$ cat src/rtl/conv_sched_pkg.sv
`timescale 1ns/1ps
package conv_sched_pkg;
  localparam int unsigned DEF_NCH  = 8;
  localparam int unsigned DEF_DW   = 24;
  localparam int unsigned DEF_TW   = 16;
  localparam int unsigned DEF_HOLD = 163;

  typedef enum logic {
    MODE_IDLE = 1'b0,
    MODE_CONT = 1'b1
  } mode_e;
endpackage

$ cat src/rtl/conv_cfg.sv
`timescale 1ns/1ps
module conv_cfg #(
  parameter int unsigned NCH = 8,
  parameter int unsigned TW  = 16,
  localparam int unsigned CW = (NCH > 1) ? $clog2(NCH) : 1
) (
  input  logic                    clk_i,
  input  logic                    rst_ni,
  input  logic                    mask_wr_i,
  input  logic [NCH-1:0]          mask_i,
  input  logic                    time_wr_i,
  input  logic [CW-1:0]           time_chan_i,
  input  logic [TW-1:0]           time_i,
  output logic [NCH-1:0]          mask_o,
  output logic [NCH-1:0][TW-1:0]  time_o
);
  logic [NCH-1:0]         mask_q;
  logic [NCH-1:0][TW-1:0] time_q;

  always_ff @(posedge clk_i or negedge rst_ni) begin
    if (!rst_ni) begin
      mask_q <= '0;
    end else if (mask_wr_i) begin
      mask_q <= mask_i;
    end
  end

  for (genvar g = 0; g < NCH; g++) begin : g_time
    always_ff @(posedge clk_i or negedge rst_ni) begin
      if (!rst_ni) begin
        time_q[g] <= '0;
      end else if (time_wr_i && (time_chan_i == CW'(g))) begin
        time_q[g] <= time_i;
      end
    end
  end

  assign mask_o = mask_q;
  assign time_o = time_q;
endmodule

$ cat src/rtl/conv_seq.sv
`timescale 1ns/1ps
module conv_seq
  import conv_sched_pkg::*;
#(
  parameter int unsigned NCH = 8,
  parameter int unsigned TW  = 16,
  localparam int unsigned CW = (NCH > 1) ? $clog2(NCH) : 1
) (
  input  logic                   clk_i,
  input  logic                   rst_ni,
  input  logic                   mode_wr_i,
  input  logic                   mode_cont_i,
  input  logic [CW-1:0]          mode_chan_i,
  input  logic [NCH-1:0]         mask_i,
  input  logic [NCH-1:0][TW-1:0] time_i,
  output logic                   done_o,
  output logic [CW-1:0]          cur_o
);
  logic          run_q;
  logic [CW-1:0] cur_q, nxt;
  logic [TW-1:0] cnt_q, tsel, lim;

  assign tsel = time_i[cur_q];
  // zero programmed time behaves as one cycle
  assign lim  = (tsel == '0) ? '0 : tsel - TW'(1);

  assign done_o = run_q && (|mask_i) && (cnt_q >= lim) && !mode_wr_i;

  // first enabled channel above cur_q, wrapping; cur_q itself if it is the only one
  always_comb begin
    logic found;
    int unsigned j;
    nxt   = cur_q;
    found = 1'b0;
    for (int unsigned k = 1; k <= NCH; k++) begin
      j = (int'(cur_q) + k) % NCH;
      if (!found && mask_i[j]) begin
        nxt   = CW'(j);
        found = 1'b1;
      end
    end
  end

  always_ff @(posedge clk_i or negedge rst_ni) begin
    if (!rst_ni) begin
      run_q <= 1'b0;
      cur_q <= '0;
      cnt_q <= '0;
    end else if (mode_wr_i) begin
      run_q <= (mode_e'(mode_cont_i) == MODE_CONT);
      cur_q <= mode_chan_i;
      cnt_q <= '0;
    end else if (run_q && (|mask_i)) begin
      if (done_o) begin
        cur_q <= nxt;
        cnt_q <= '0;
      end else begin
        cnt_q <= cnt_q + TW'(1);
      end
    end
  end

  assign cur_o = cur_q;
endmodule

$ cat src/rtl/conv_store.sv
`timescale 1ns/1ps
module conv_store #(
  parameter int unsigned NCH  = 8,
  parameter int unsigned DW   = 24,
  parameter int unsigned HOLD = 163,
  localparam int unsigned CW  = (NCH > 1) ? $clog2(NCH) : 1,
  localparam int unsigned HW  = $clog2(HOLD + 1)
) (
  input  logic           clk_i,
  input  logic           rst_ni,
  input  logic           mode_wr_i,
  input  logic           done_i,
  input  logic [CW-1:0]  cur_i,
  input  logic [DW-1:0]  sample_i,
  input  logic           rd_i,
  input  logic [CW-1:0]  rd_chan_i,
  output logic [DW-1:0]  rd_data_o,
  output logic [NCH-1:0] flags_o,
  output logic           ovw_o,
  output logic           hold_busy_o
);
  logic [DW-1:0]  data_q [NCH];
  logic [NCH-1:0] unread_q, hide_q, hit, rdh;
  logic [HW-1:0]  hold_q;
  logic           collide, store, hold_end;

  assign collide = done_i && rd_i && (rd_chan_i == cur_i);
  assign store   = done_i && !collide;
  assign ovw_o   = store && unread_q[cur_i];
  assign hold_end = (hold_q == HW'(1)) && !ovw_o;

  for (genvar g = 0; g < NCH; g++) begin : g_sel
    assign hit[g] = store && (cur_i == CW'(g));
    assign rdh[g] = rd_i && (rd_chan_i == CW'(g));
  end

  always_ff @(posedge clk_i or negedge rst_ni) begin
    if (!rst_ni) begin
      for (int i = 0; i < NCH; i++) data_q[i] <= '0;
    end else begin
      for (int i = 0; i < NCH; i++) begin
        if (hit[i]) data_q[i] <= sample_i;
      end
    end
  end

  always_ff @(posedge clk_i or negedge rst_ni) begin
    if (!rst_ni) begin
      unread_q <= '0;
      hide_q   <= '0;
      hold_q   <= '0;
    end else if (mode_wr_i) begin
      unread_q <= '0;
      hide_q   <= '0;
      hold_q   <= '0;
    end else begin
      unread_q <= (unread_q & ~rdh) | hit;
      hide_q   <= ((hold_end ? '0 : hide_q) & ~rdh) | (ovw_o ? hit : '0);
      if (ovw_o)              hold_q <= HW'(HOLD);
      else if (hold_q != '0)  hold_q <= hold_q - HW'(1);
    end
  end

  assign rd_data_o   = data_q[rd_chan_i];
  assign flags_o     = unread_q & ~hide_q;
  assign hold_busy_o = (hold_q != '0);
endmodule

$ cat src/rtl/conv_rdy_pin.sv
`timescale 1ns/1ps
module conv_rdy_pin #(
  parameter int unsigned NCH = 8
) (
  input  logic           clk_i,
  input  logic           rst_ni,
  input  logic [NCH-1:0] flags_i,
  input  logic [NCH-1:0] mask_i,
  input  logic           all_i,
  input  logic           hold_busy_i,
  input  logic           force_i,
  output logic           rdy_no
);
  logic low, any_low, all_low, rdy_n_q;

  assign any_low = |flags_i;
  assign all_low = (|mask_i) && ((flags_i & mask_i) == mask_i);
  assign low     = !hold_busy_i && (all_i ? all_low : any_low);

  always_ff @(posedge clk_i or negedge rst_ni) begin
    if (!rst_ni)      rdy_n_q <= 1'b1;
    else if (force_i) rdy_n_q <= 1'b1;
    else              rdy_n_q <= !low;
  end

  assign rdy_no = rdy_n_q;
endmodule

$ cat src/rtl/multichan_conv_sched.sv
`timescale 1ns/1ps
module multichan_conv_sched
  import conv_sched_pkg::*;
#(
  parameter int unsigned NCH  = DEF_NCH,
  parameter int unsigned DW   = DEF_DW,
  parameter int unsigned TW   = DEF_TW,
  parameter int unsigned HOLD = DEF_HOLD,
  localparam int unsigned CW  = (NCH > 1) ? $clog2(NCH) : 1
) (
  input  logic           clk_i,
  input  logic           rst_ni,
  input  logic           mode_wr_i,
  input  logic           mode_cont_i,
  input  logic [CW-1:0]  mode_chan_i,
  input  logic           mask_wr_i,
  input  logic [NCH-1:0] mask_i,
  input  logic           time_wr_i,
  input  logic [CW-1:0]  time_chan_i,
  input  logic [TW-1:0]  time_i,
  input  logic           rdy_all_i,
  input  logic [DW-1:0]  sample_i,
  input  logic           rd_i,
  input  logic [CW-1:0]  rd_chan_i,
  output logic [DW-1:0]  rd_data_o,
  output logic [NCH-1:0] flags_o,
  output logic           rdy_no
);
  logic [NCH-1:0]         mask;
  logic [NCH-1:0][TW-1:0] times;
  logic                   done, ovw, hold_busy;
  logic [CW-1:0]          cur;

  conv_cfg #(.NCH(NCH), .TW(TW)) u_cfg (
    .clk_i, .rst_ni,
    .mask_wr_i, .mask_i,
    .time_wr_i, .time_chan_i, .time_i,
    .mask_o(mask), .time_o(times)
  );

  conv_seq #(.NCH(NCH), .TW(TW)) u_seq (
    .clk_i, .rst_ni,
    .mode_wr_i, .mode_cont_i, .mode_chan_i,
    .mask_i(mask), .time_i(times),
    .done_o(done), .cur_o(cur)
  );

  conv_store #(.NCH(NCH), .DW(DW), .HOLD(HOLD)) u_store (
    .clk_i, .rst_ni,
    .mode_wr_i, .done_i(done), .cur_i(cur), .sample_i,
    .rd_i, .rd_chan_i, .rd_data_o, .flags_o,
    .ovw_o(ovw), .hold_busy_o(hold_busy)
  );

  conv_rdy_pin #(.NCH(NCH)) u_pin (
    .clk_i, .rst_ni,
    .flags_i(flags_o), .mask_i(mask), .all_i(rdy_all_i),
    .hold_busy_i(hold_busy), .force_i(mode_wr_i | ovw),
    .rdy_no
  );
endmodule

$ cat config.mk
export PLATFORM = sky130hd
export DESIGN_NAME = multichan_conv_sched
export DESIGN_NICKNAME = d
export VERILOG_FILES = /design/src/rtl/conv_sched_pkg.sv /design/src/rtl/conv_cfg.sv /design/src/rtl/conv_seq.sv /design/src/rtl/conv_store.sv /design/src/rtl/conv_rdy_pin.sv /design/src/rtl/multichan_conv_sched.sv
export SDC_FILE = /design/constraint.sdc
export NUM_CORES = 1
export LEC_CHECK = 0
export BUFFER_PORTS_ARGS = -buffer_cell sky130_fd_sc_hd__buf_2
export CELL_PAD_IN_SITES_DETAIL_PLACEMENT = 1
export CELL_PAD_IN_SITES_GLOBAL_PLACEMENT = 1
export CORE_ASPECT_RATIO = 0.5
export CORE_MARGIN = 2
export CORE_UTILIZATION = 56
export DETAILED_ROUTE_END_ITERATION = 7
export PLACE_DENSITY = 0.89
export SYNTH_ARGS = -nofsm -noshare
export SYNTH_HDL_FRONTEND = slang
export SYNTH_SLANG_ARGS = --single-unit
export TNS_END_PERCENT = 5
$ cat constraint.sdc
create_clock -name clk_i -period 8.1 [get_ports clk_i]
set_clock_uncertainty 0.15 [all_clocks]
set_input_delay 0.405 -clock clk_i [delete_from_list [all_inputs] [get_ports clk_i]]
set_output_delay 0.405 -clock clk_i [all_outputs]
set_load 0.01 [all_outputs]
==> results of run 1 <==
==> stage by stage <==
| stage | hold WS, ps | total power [mW] | utilization |
|---|---|---|---|
| after floorplan | -40.6 | 3.54 | - |
| after CTS | 17.5 | 5.88 | 0.631 |
| final | 26.6 | 5.87 | 0.631 |
| after global routing | 47.9 | 6.12 | 0.631 |
| after global placement | 312 | 3.91 | 0.591 |
| after detailed placement | 321 | 4.04 | 0.591 |
==> logic make-up (layout without fill, tap and decap cells) <==
group,Yosys count,count (layout),share of synthesized area
buffers and inverters,99,213,0.0257
adder cells (fa/ha/maj),28,28,0.0189
AO/OA/AOI/OAI,95,95,0.0338
multiplexers,467,467,0.340
XOR/XNOR,31,31,0.0146
flip-flops,373,373,0.503
AND/OR/NAND/NOR,232,232,0.0647
other,0,1,0
==> placed cells by master, fill, tap and decap left out, types with 5 or more instances in the layout <==
cell type and instances:
nand3_1 25, a32o_1 7, mux2_1 122, inv_1 18
mux2_2 224, nand2_1 66, and2_1 8, nand4_1 7
xor2_1 13, nor4_1 6, clkbuf_8 8, mux2i_1 19
mux2_4 5, nor3_1 17, nand2b_1 13, mux4_2 91
o21ai_0 18, a21oi_1 24, and3_1 11, a21o_1 7
buf_2 95, buf_4 22, clkbuf_1 8, clkinv_2 5
clkbuf_16 36, ha_1 28, dlygate4sd3_1 10, nor2b_1 15
xnor2_1 18, dfrtp_1 371, a31oi_1 9, nor2_1 36
==> power groups by stage <==
stage	logic, mW	clock network [mW]	registers [mW]
2_1_floorplan	1.38	0	2.16
3_3_place_gp	1.65	0	2.26
3_5_place_dp	1.74	0	2.29
4_1_cts	1.80	1.81	2.27
5_1_grt	1.95	1.88	2.29
6_report	1.81	1.80	2.27
==> timing repair <==
action,CTS,global route
hold buffers,10,0
endpoints found under the setup margin,0,0
hold endpoints to repair,141,0
==> flip-flops by register name, summed over array words and instances (netlist names) <==
| register | count |
|---|---|
| u_cfg.mask_o | 8 |
| u_cfg.time_o | 128 |
| u_pin.rdy_no | 1 |
| u_seq.cnt_q | 16 |
| u_seq.cur_o | 3 |
| u_seq.run_q | 1 |
| u_store.data_q | 192 |
| u_store.hide_q | 8 |
| u_store.hold_q | 8 |
| u_store.unread_q | 8 |
==> final timing paths <==
check                                   start                 end  slack (ps)  depth (start not counted)
max                            u_seq.cur_o[1]  u_store.data_q[22]        1580                         17
min                               sample_i[9]  u_store.data_q[57]          30                          2
max reg2reg                    u_seq.cur_o[1]  u_store.data_q[22]        1580                         17
min reg2reg                u_store.data_q[57]  u_store.data_q[57]         340                          1
max in group asynchronous              rst_ni  u_store.data_q[66]        5830                          3
min in group asynchronous              rst_ni    u_cfg.time_o[78]         420                          2
==> per-layer routing <==
layer  global-route usage  vias up  part of all wire
met4                0.140        2             0.039
li1                     -     5099                 -
met2                0.556      466              0.52
met1                0.402     6641              0.40
met5                    0        -           0.00024
met3               0.0511      170             0.044
==> area by class of cell <==
cell class	instances	area share
Antenna cell	1	0.000121
Clock buffer	52	0.0502
Clock inverter	11	0.00821
Inverter	21	0.00380
Multi-Input combinational cell	853	0.423
Sequential cell	373	0.450
Tap cell	441	0.0266
Timing Repair Buffer	129	0.0374
==> impl_metrics.ini, run 1 <==
[outcome]
outcome = finished, final reports clean

[route]
route.detailed.drc = 0
viasPerCell = 6.58
dr.first_iter.drc_count = 917
totalWireLength_um = 53900
wl_per_cell_um = 28.6
ant_nets = 0
drt_first_pass_iters = 7
routed-via-count = 12378

[cells_and_area]
regArea_um2 = 9340
finalNonFillerCells = 1881
final_net_count = 1506
multi_input_area_um2 = 8780
final_layout_size_suffix_gt1_frac = 0.359
final_area_um2 = 20700
synthToLayoutAreaGrowth_pct = 11.6
fillerInstances = 3041

[yosys]
yosys_warnings = 0
yosysTopAreaCell = dfrtp_1
yosysSeqAreaShare = 0.503
synthArstFlopShare = 1.00
synth_nets = 1418
post-synth-top-count-cell = dfrtp_1
synthCells = 1325
syn_area_um2 = 18600
syn_area_per_cell_um2 = 14.0
synthTopCellsByCount = 372 x dfrtp_1, 224 x mux2_2, 122 x mux2_1
synth_seq_cells = 373
synth_edf_count = 0
synth_top_flop_cell = dfrtp_1
yosys-top-cells-area = dfrtp_1 50%, mux2_2 14%, mux4_2 11%
synth_top_cell_area_share = 0.501
yosysUniqueCellTypes = 67

[timing]
final-setup-viol-count = 0
setup_tns_ps = 0
setup_ws_ps = 1580
fin_crit_sh = 0.805
slew_viol_final = 0
clock.fmax_ghz = 0.153
tightest_slew_ps = 1150
rsz0062_at_grt = false
slew_headroom = 0.236
fin_crit_ps = 6520
finalHoldViolCount = 0

[placed_design]
dpl_worst_slack_ps = 1900
io_buffers = 97
place_inst = 1807
dp_hpwl_um = 30900
place_area_um2 = 19400
gp_congestion = 0.880

[clock_network]
cts_setup_buffers = 0
clk_pin_slew_ps = 70
cts_tree = done
insertion_delay_ps = 560
ctsResizeCount = 0
cts_root_buffer = clkbuf_16
cts_made_buffers = 35
cts.sink_count = 373
clockBufferDepth = 3
htreeDepth = 2

[global_routing]
grt.overflow.total = 0
antenna_found_initial = 2
grt_pass1_vias = 13922
grt_pass1_wl_um = 84500
grt_usage = 0.321
grt_max_degree = 183

[power_and_ir_drop]
p_sw_frac = 0.333
peakVddDrop_mv = 0.134
leakage_nw = 9.84
power.internal_mw = 3.91
powerDensity_nw_per_um2 = 283
pwr-share-comb = 0.308
clkPwrFrac = 0.306
p_sw_mw = 1.96
pwr-share-seq = 0.386

[floorplan]
io_pins = 98
die_h_um = 133
dieArea_um2 = 34700
fp.dieW_um = 262
fp-row-count = 47
start_util = 0.565
core_um2 = 32900

[worst_setup_path]
worst-setup-path-type = reg2reg
critPathRequiredTime_ps = 8380
critPathArrivalTime_ps = 6800
crit_path_top_delay_cell = dfrtp_1
critPathMaxFanout = 25
cpLargestDelayFamily = simple AND/OR/NAND/NOR gates
max_stage_delay_ps = 1110
crit_top_cell = and2_1
startpoint_type = register
crit_chain = inv_2 -> nor3_1 -> o211a_1 -> and4_1 -> and2_1 -> nand2_1 -> and2_1 -> ha_1 -> nand2b_1 -> a21o_1 -> a31oi_1 -> o2111ai_1 -> a221o_1 -> and2_1 -> nand2_1 -> buf_4 -> mux2_2
end_kind = register
crit_buf_inv = 2

[run]
timing.max_cap.violations = 0

[hold_path]
holdCritPathClass = in2reg
Note: power is estimated with default switching activity, not from simulation.
==> run 2: changes to the inputs <==
--- a/config.mk
+++ b/config.mk
@@ -10,9 +10,9 @@
 export CELL_PAD_IN_SITES_GLOBAL_PLACEMENT = 1
 export CORE_ASPECT_RATIO = 0.5
 export CORE_MARGIN = 2
-export CORE_UTILIZATION = 56
+export CORE_UTILIZATION = 47
 export DETAILED_ROUTE_END_ITERATION = 7
-export PLACE_DENSITY = 0.89
+export PLACE_DENSITY = 0.8
 export SYNTH_ARGS = -nofsm -noshare
 export SYNTH_HDL_FRONTEND = slang
 export SYNTH_SLANG_ARGS = --single-unit
==> constraint.sdc (replaced) <==
create_clock -name clk_i -period 5.9 [get_ports clk_i]
set_clock_uncertainty 0.15 [all_clocks]
set_input_delay 0.295 -clock clk_i [delete_from_list [all_inputs] [get_ports clk_i]]
set_output_delay 0.295 -clock clk_i [all_outputs]
set_load 0.01 [all_outputs]
==> impl_metrics.ini, run 2 (synthesis results as in run 1) <==
[cells_and_area]
fillerInstances = 3817
final_cell_mix = 371 x dfrtp_1, 224 x mux2_2, 122 x mux2_1
final_net_count = 1581
largest-register = u_store.data_q
finalNonFillerCells = 2046
synthToLayoutAreaGrowth_pct = 16.6
largest_reg_flops = 192
final_area_um2 = 21700
n_antenna_cell = 0
final_common_cell = dfrtp_1
final_layout_size_suffix_gt1_frac = 0.356

[timing]
timing.hold.ws_ps = 33.5
fin_crit_sh = 0.938
clock.fmax_ghz = 0.181
setup_tns_ps = 0
slew_viol_final = 0
final-setup-viol-count = 0
fin_crit_ps = 5530
tightest_slew_ps = 987
slew_headroom = 0.342
finalHoldViolCount = 0
rsz0062_at_grt = false

[worst_setup_path]
setup.worst_path.start = u_seq.cur_o[2]
critPathArrivalTime_ps = 5800
critPathRequiredTime_ps = 6170
reg2reg_depth = 18
end_kind = register
startpoint_type = register
r2r_end = u_store.data_q[154]
crit_chain = buf_4 -> mux4_2 -> nor3_1 -> o211a_1 -> and4_1 -> and2_1 -> nand2_1 -> buf_4 -> o21ai_0 -> ha_1 -> o21a_1 -> o211ai_1 -> o2111ai_1 -> a221o_1 -> and2_1 -> and3_1 -> buf_4 -> mux2_1
max_stage_delay_ps = 700
critPathMaxFanout = 25
crit_path_top_delay_cell = dfrtp_1
worstReg2RegStart = u_seq.cur_o[2]
crit_top_cell = buf_4
r2r_slack_ps = 370
worst-setup-path-type = reg2reg

[power_and_ir_drop]
powerDensity_nw_per_um2 = 378
clkPwrFrac = 0.307
pwr-share-seq = 0.372
peakVddDrop_mv = 0.194
power.internal_mw = 5.56
p_sw_mw = 2.63
finalPower_mw = 8.20
p_sw_frac = 0.321
leakage_nw = 10.2
pwr-share-comb = 0.321

[global_routing]
grt_pass1_wl_um = 78200
grt_max_degree = 186
antenna_found_initial = 0
grt.overflow.total = 0
grt_pass1_vias = 13666
grt_usage = 0.245

[floorplan]
fp-row-count = 51
dieArea_um2 = 41200
fp.dieW_um = 285
io_pins = 98
core_um2 = 38900
die_h_um = 145
start_util = 0.477

[hold_path]
holdCritPathClass = in2reg
min_from = mask_wr_i
hold_depth = 2
hold_end = u_cfg.mask_o[5]

[route]
ant_nets = 0
dr.first_iter.drc_count = 743
viasPerCell = 5.89
routed-via-count = 12041
totalWireLength_um = 49800
drt_first_pass_iters = 4
wl_per_cell_um = 24.3
route.detailed.drc = 0

[placed_design]
dp_hpwl_um = 30200
place_area_um2 = 19700
io_buffers = 97
place_inst = 1908
gp_congestion = 0.864

[clock_network]
cts_made_buffers = 36
htreeDepth = 2
clockBufferDepth = 3
clk_pin_slew_ps = 80
insertion_delay_ps = 550
cts_root_buffer = clkbuf_16
cts.sink_count = 373
cts_tree = done

[outcome]
outcome = finished, final reports clean

[run]
timing.max_cap.violations = 0
## run 2: cell types whose count changed in the layout (fill, tap and decap cells not counted)
cell / previous run / this run
dlygate4sd3_1: 10 / 64
buf_4: 22 / 38
buf_12: 1 / 5
clkbuf_16: 36 / 38
clkinv_2: 5 / 3
clkbuf_8: 8 / 9
clkinv_4: 0 / 1
clkinvlp_4: 0 / 1
dfrtp_2: 1 / 0
dfrtp_4: 0 / 1
diode_2: 1 / 0
## run 2: worst max-delay path: cells and delay by family, from the launching register on
family          cells  cell delay, ps
compound gates      6            1280
fa+ha+maj           1             260
buf+inv             3             780
flops               1             700
mux                 2             710
simple gates        6            1530
## run 2: cell type report
cell class,instances,area (µm²),share of cell area
sequential,373,9340,0.431
tap,530,663,0.0306
clock inverter,11,176,0.00815
timing repair buffer,203,1520,0.0700
multi-input combinational,853,8780,0.405
clock buffer,55,1100,0.0510
inverter,21,78.8,0.00364
## run 2: worst max-delay path by stage
stage | depth (start not counted) | to | slack, ps
final | 18 | u_store.data_q[154] | 370
after global routing | 18 | u_store.data_q[158] | 110
after CTS | 18 | u_store.data_q[158] | 160
after detailed placement | 18 | u_store.data_q[154] | 210
after global placement | 18 | u_store.data_q[152] | 490
after floorplan | 21 | u_store.data_q[10] | 610
## run 2: per-stage QoR
step           utilization  setup slack (ps)
6_report             0.556               367
2_1_floorplan            -               605
3_5_place_dp         0.505               210
5_1_grt              0.556               110
3_3_place_gp         0.505               492
4_1_cts              0.554               164
## run 2: per-layer routing
metal	part of all wire	up-vias	global-route usage	wire length (µm)
met3	0.032	93	0.0377	1570
li1	-	5239	-	-
met5	0	-	0	0
met4	0.034	0	0.0931	1670
met1	0.41	6454	0.289	20200
met2	0.53	255	0.456	26300
## run 2: power groups by stage
stage                     Sequential (mW)  Combinational [mW]  Clock, mW
after floorplan                      2.97                1.89          0
after global placement               3.06                2.36          0
after detailed placement             3.10                2.46          0
after CTS                            3.05                2.54       2.55
after global routing                 3.08                2.86       2.65
final                                3.05                2.63       2.51
## run 2: repair_timing
| action | in CTS | in global routing |
|---|---|---|
| endpoints found under the setup margin | 0 | 117 |
| setup buffers | 0 | 8 |
| hold endpoints to repair | 448 | 0 |
| hold buffers | 64 | 0 |
| resized for setup | 0 | 1 |
==> run 3: changes to the inputs <==
--- a/config.mk
+++ b/config.mk
@@ -9,7 +9,7 @@
 export CELL_PAD_IN_SITES_DETAIL_PLACEMENT = 1
 export CELL_PAD_IN_SITES_GLOBAL_PLACEMENT = 1
 export CORE_ASPECT_RATIO = 0.5
-export CORE_MARGIN = 2
+export CORE_MARGIN = 4
 export CORE_UTILIZATION = 47
 export DETAILED_ROUTE_END_ITERATION = 7
 export PLACE_DENSITY = 0.8
==> impl_metrics.ini, run 3 (synthesis results as in run 1) <==
[route]
totalWireLength_um = 49200
dr.first_iter.drc_count = 787
wl_per_cell_um = 24.3
drt_first_pass_iters = 5
route.detailed.drc = 0
ant_nets = 0
viasPerCell = 5.85
routed-via-count = 11857

[placed_design]
dp_hpwl_um = 30400
io_buffers = 97
place_area_um2 = 19600
gp_congestion = 0.867

[global_routing]
globalRouteMet2Util = 0.436
grt_usage = 0.233
antenna_found_initial = 0
grt.overflow.total = 0
grt_pass1_vias = 13694
grtUsageMet3 = 0.0292
grt_pass1_wl_um = 78800
grt_max_degree = 178
use_met1 = 0.283
grt.busiest_layer = met2

[floorplan]
io_pins = 98
core_um2 = 38900
fp-row-count = 51
die_h_um = 149
dieArea_um2 = 43000
fp.dieW_um = 289
start_util = 0.477

[cells_and_area]
largest-register = u_store.data_q
final_layout_size_suffix_gt1_frac = 0.356
final_area_um2 = 21500
final_common_cell = dfrtp_1
synthToLayoutAreaGrowth_pct = 15.6
n_antenna_cell = 0
final_net_count = 1569
fillerInstances = 3762
final_cell_mix = 370 x dfrtp_1, 224 x mux2_2, 122 x mux2_1
largest_reg_flops = 192

[clock_network]
cts.sink_count = 373
htreeDepth = 2
clk_pin_slew_ps = 80
cts_made_buffers = 36
cts_tree = done
insertion_delay_ps = 540
clockBufferDepth = 3
cts_root_buffer = clkbuf_16

[timing]
slew_viol_final = 0
final-setup-viol-count = 0
tightest_slew_ps = 1120
setup_tns_ps = 0
timing.hold.ws_ps = 38.0
clock.fmax_ghz = 0.181
rsz0062_at_grt = false
fin_crit_ps = 5530
slew_headroom = 0.254
finalHoldViolCount = 0
fin_crit_sh = 0.937

[worst_setup_path]
startpoint_type = register
critPathRequiredTime_ps = 6150
worstReg2RegStart = u_seq.cur_o[0]
reg2reg_depth = 18
critPathArrivalTime_ps = 5780
r2r_slack_ps = 370
worst-setup-path-type = reg2reg
end_kind = register
r2r_end = u_store.data_q[120]
critPathMaxFanout = 25

[power_and_ir_drop]
powerDensity_nw_per_um2 = 375
peakVddDrop_mv = 0.188
leakage_nw = 10.1

[hold_path]
hold_end = u_cfg.mask_o[0]
holdCritPathClass = in2reg
hold_depth = 2
min_from = mask_wr_i

[run]
timing.max_cap.violations = 0

[outcome]
outcome = finished, final reports clean
## run 3: cell types whose count changed in the layout (fill, tap and decap cells not counted), moves of 2 or more
cell           delta
dlygate4sd3_1     -7
clkbuf_8          -6
buf_4             -5
clkbuf_1          -3
clkinv_2          +2
clkinvlp_4        +2
dfrtp_2           +2
## run 3: stage by stage
step           instances  setup slack, ps   util  total power, mW
2_1_floorplan       1325              605      -             4.86
3_3_place_gp        1906              470  0.505             5.39
3_5_place_dp        1906              310  0.505             5.55
4_1_cts             2022              196  0.550             8.05
5_1_grt             2027             11.6  0.552             8.48
6_report            2027              371  0.552             8.05
## run 3: worst max path at each step
stage          slack [ps]            from                   to  cells past startpoint
5_1_grt                10  u_seq.cur_o[0]  u_store.data_q[120]                     18
4_1_cts               200  u_seq.cur_o[0]  u_store.data_q[120]                     18
3_5_place_dp          310  u_seq.cur_o[0]  u_store.data_q[142]                     19
2_1_floorplan         610  u_seq.cur_o[0]   u_store.data_q[10]                     21
3_3_place_gp          470  u_seq.cur_o[0]  u_store.data_q[180]                     19
6_report              370  u_seq.cur_o[0]  u_store.data_q[120]                     18
## run 3: routing by layer
metal,up-vias,share of wire
met2,198,0.54
met4,0,0.029
li1,5213,-
met5,-,0
met3,92,0.024
met1,6354,0.41
## run 3: cell type report
type                            count  area, µm²  share of cell area
Sequential cell                   373       9340               0.435
Multi-Input combinational cell    853       8780               0.409
Timing Repair Buffer              191       1400              0.0652
Clock buffer                       45        986              0.0459
Tap cell                          530        663              0.0309
Clock inverter                     14        218              0.0101
Inverter                           21       78.8             0.00367
## run 3: critical path: stages (launching register included)
cell and delay (ps):
dfrtp_2 470, buf_12 200, buf_6 220, mux4_2 530, mux2i_1 290, nand3_1 170
or3_1 480, nor2_1 150, xnor2_1 140, nand2_1 80, ha_1 320, a21o_1 170
a21oi_1 220, o2111ai_1 150, a221o_1 410, and2_1 290, and3_1 260, buf_4 270
mux2_1 420
## run 3: repair_timing
action	CTS	global route
hold buffers	57	0
endpoints found under the setup margin	0	170
hold endpoints to repair	381	0
setup buffers	0	5
resized for setup	0	3
## run 3: where the power goes
part           internal, mW  switching (mW)
clock                  1.41            1.04
combinational          1.22            1.33
sequential             2.83           0.219
total                  5.46            2.59
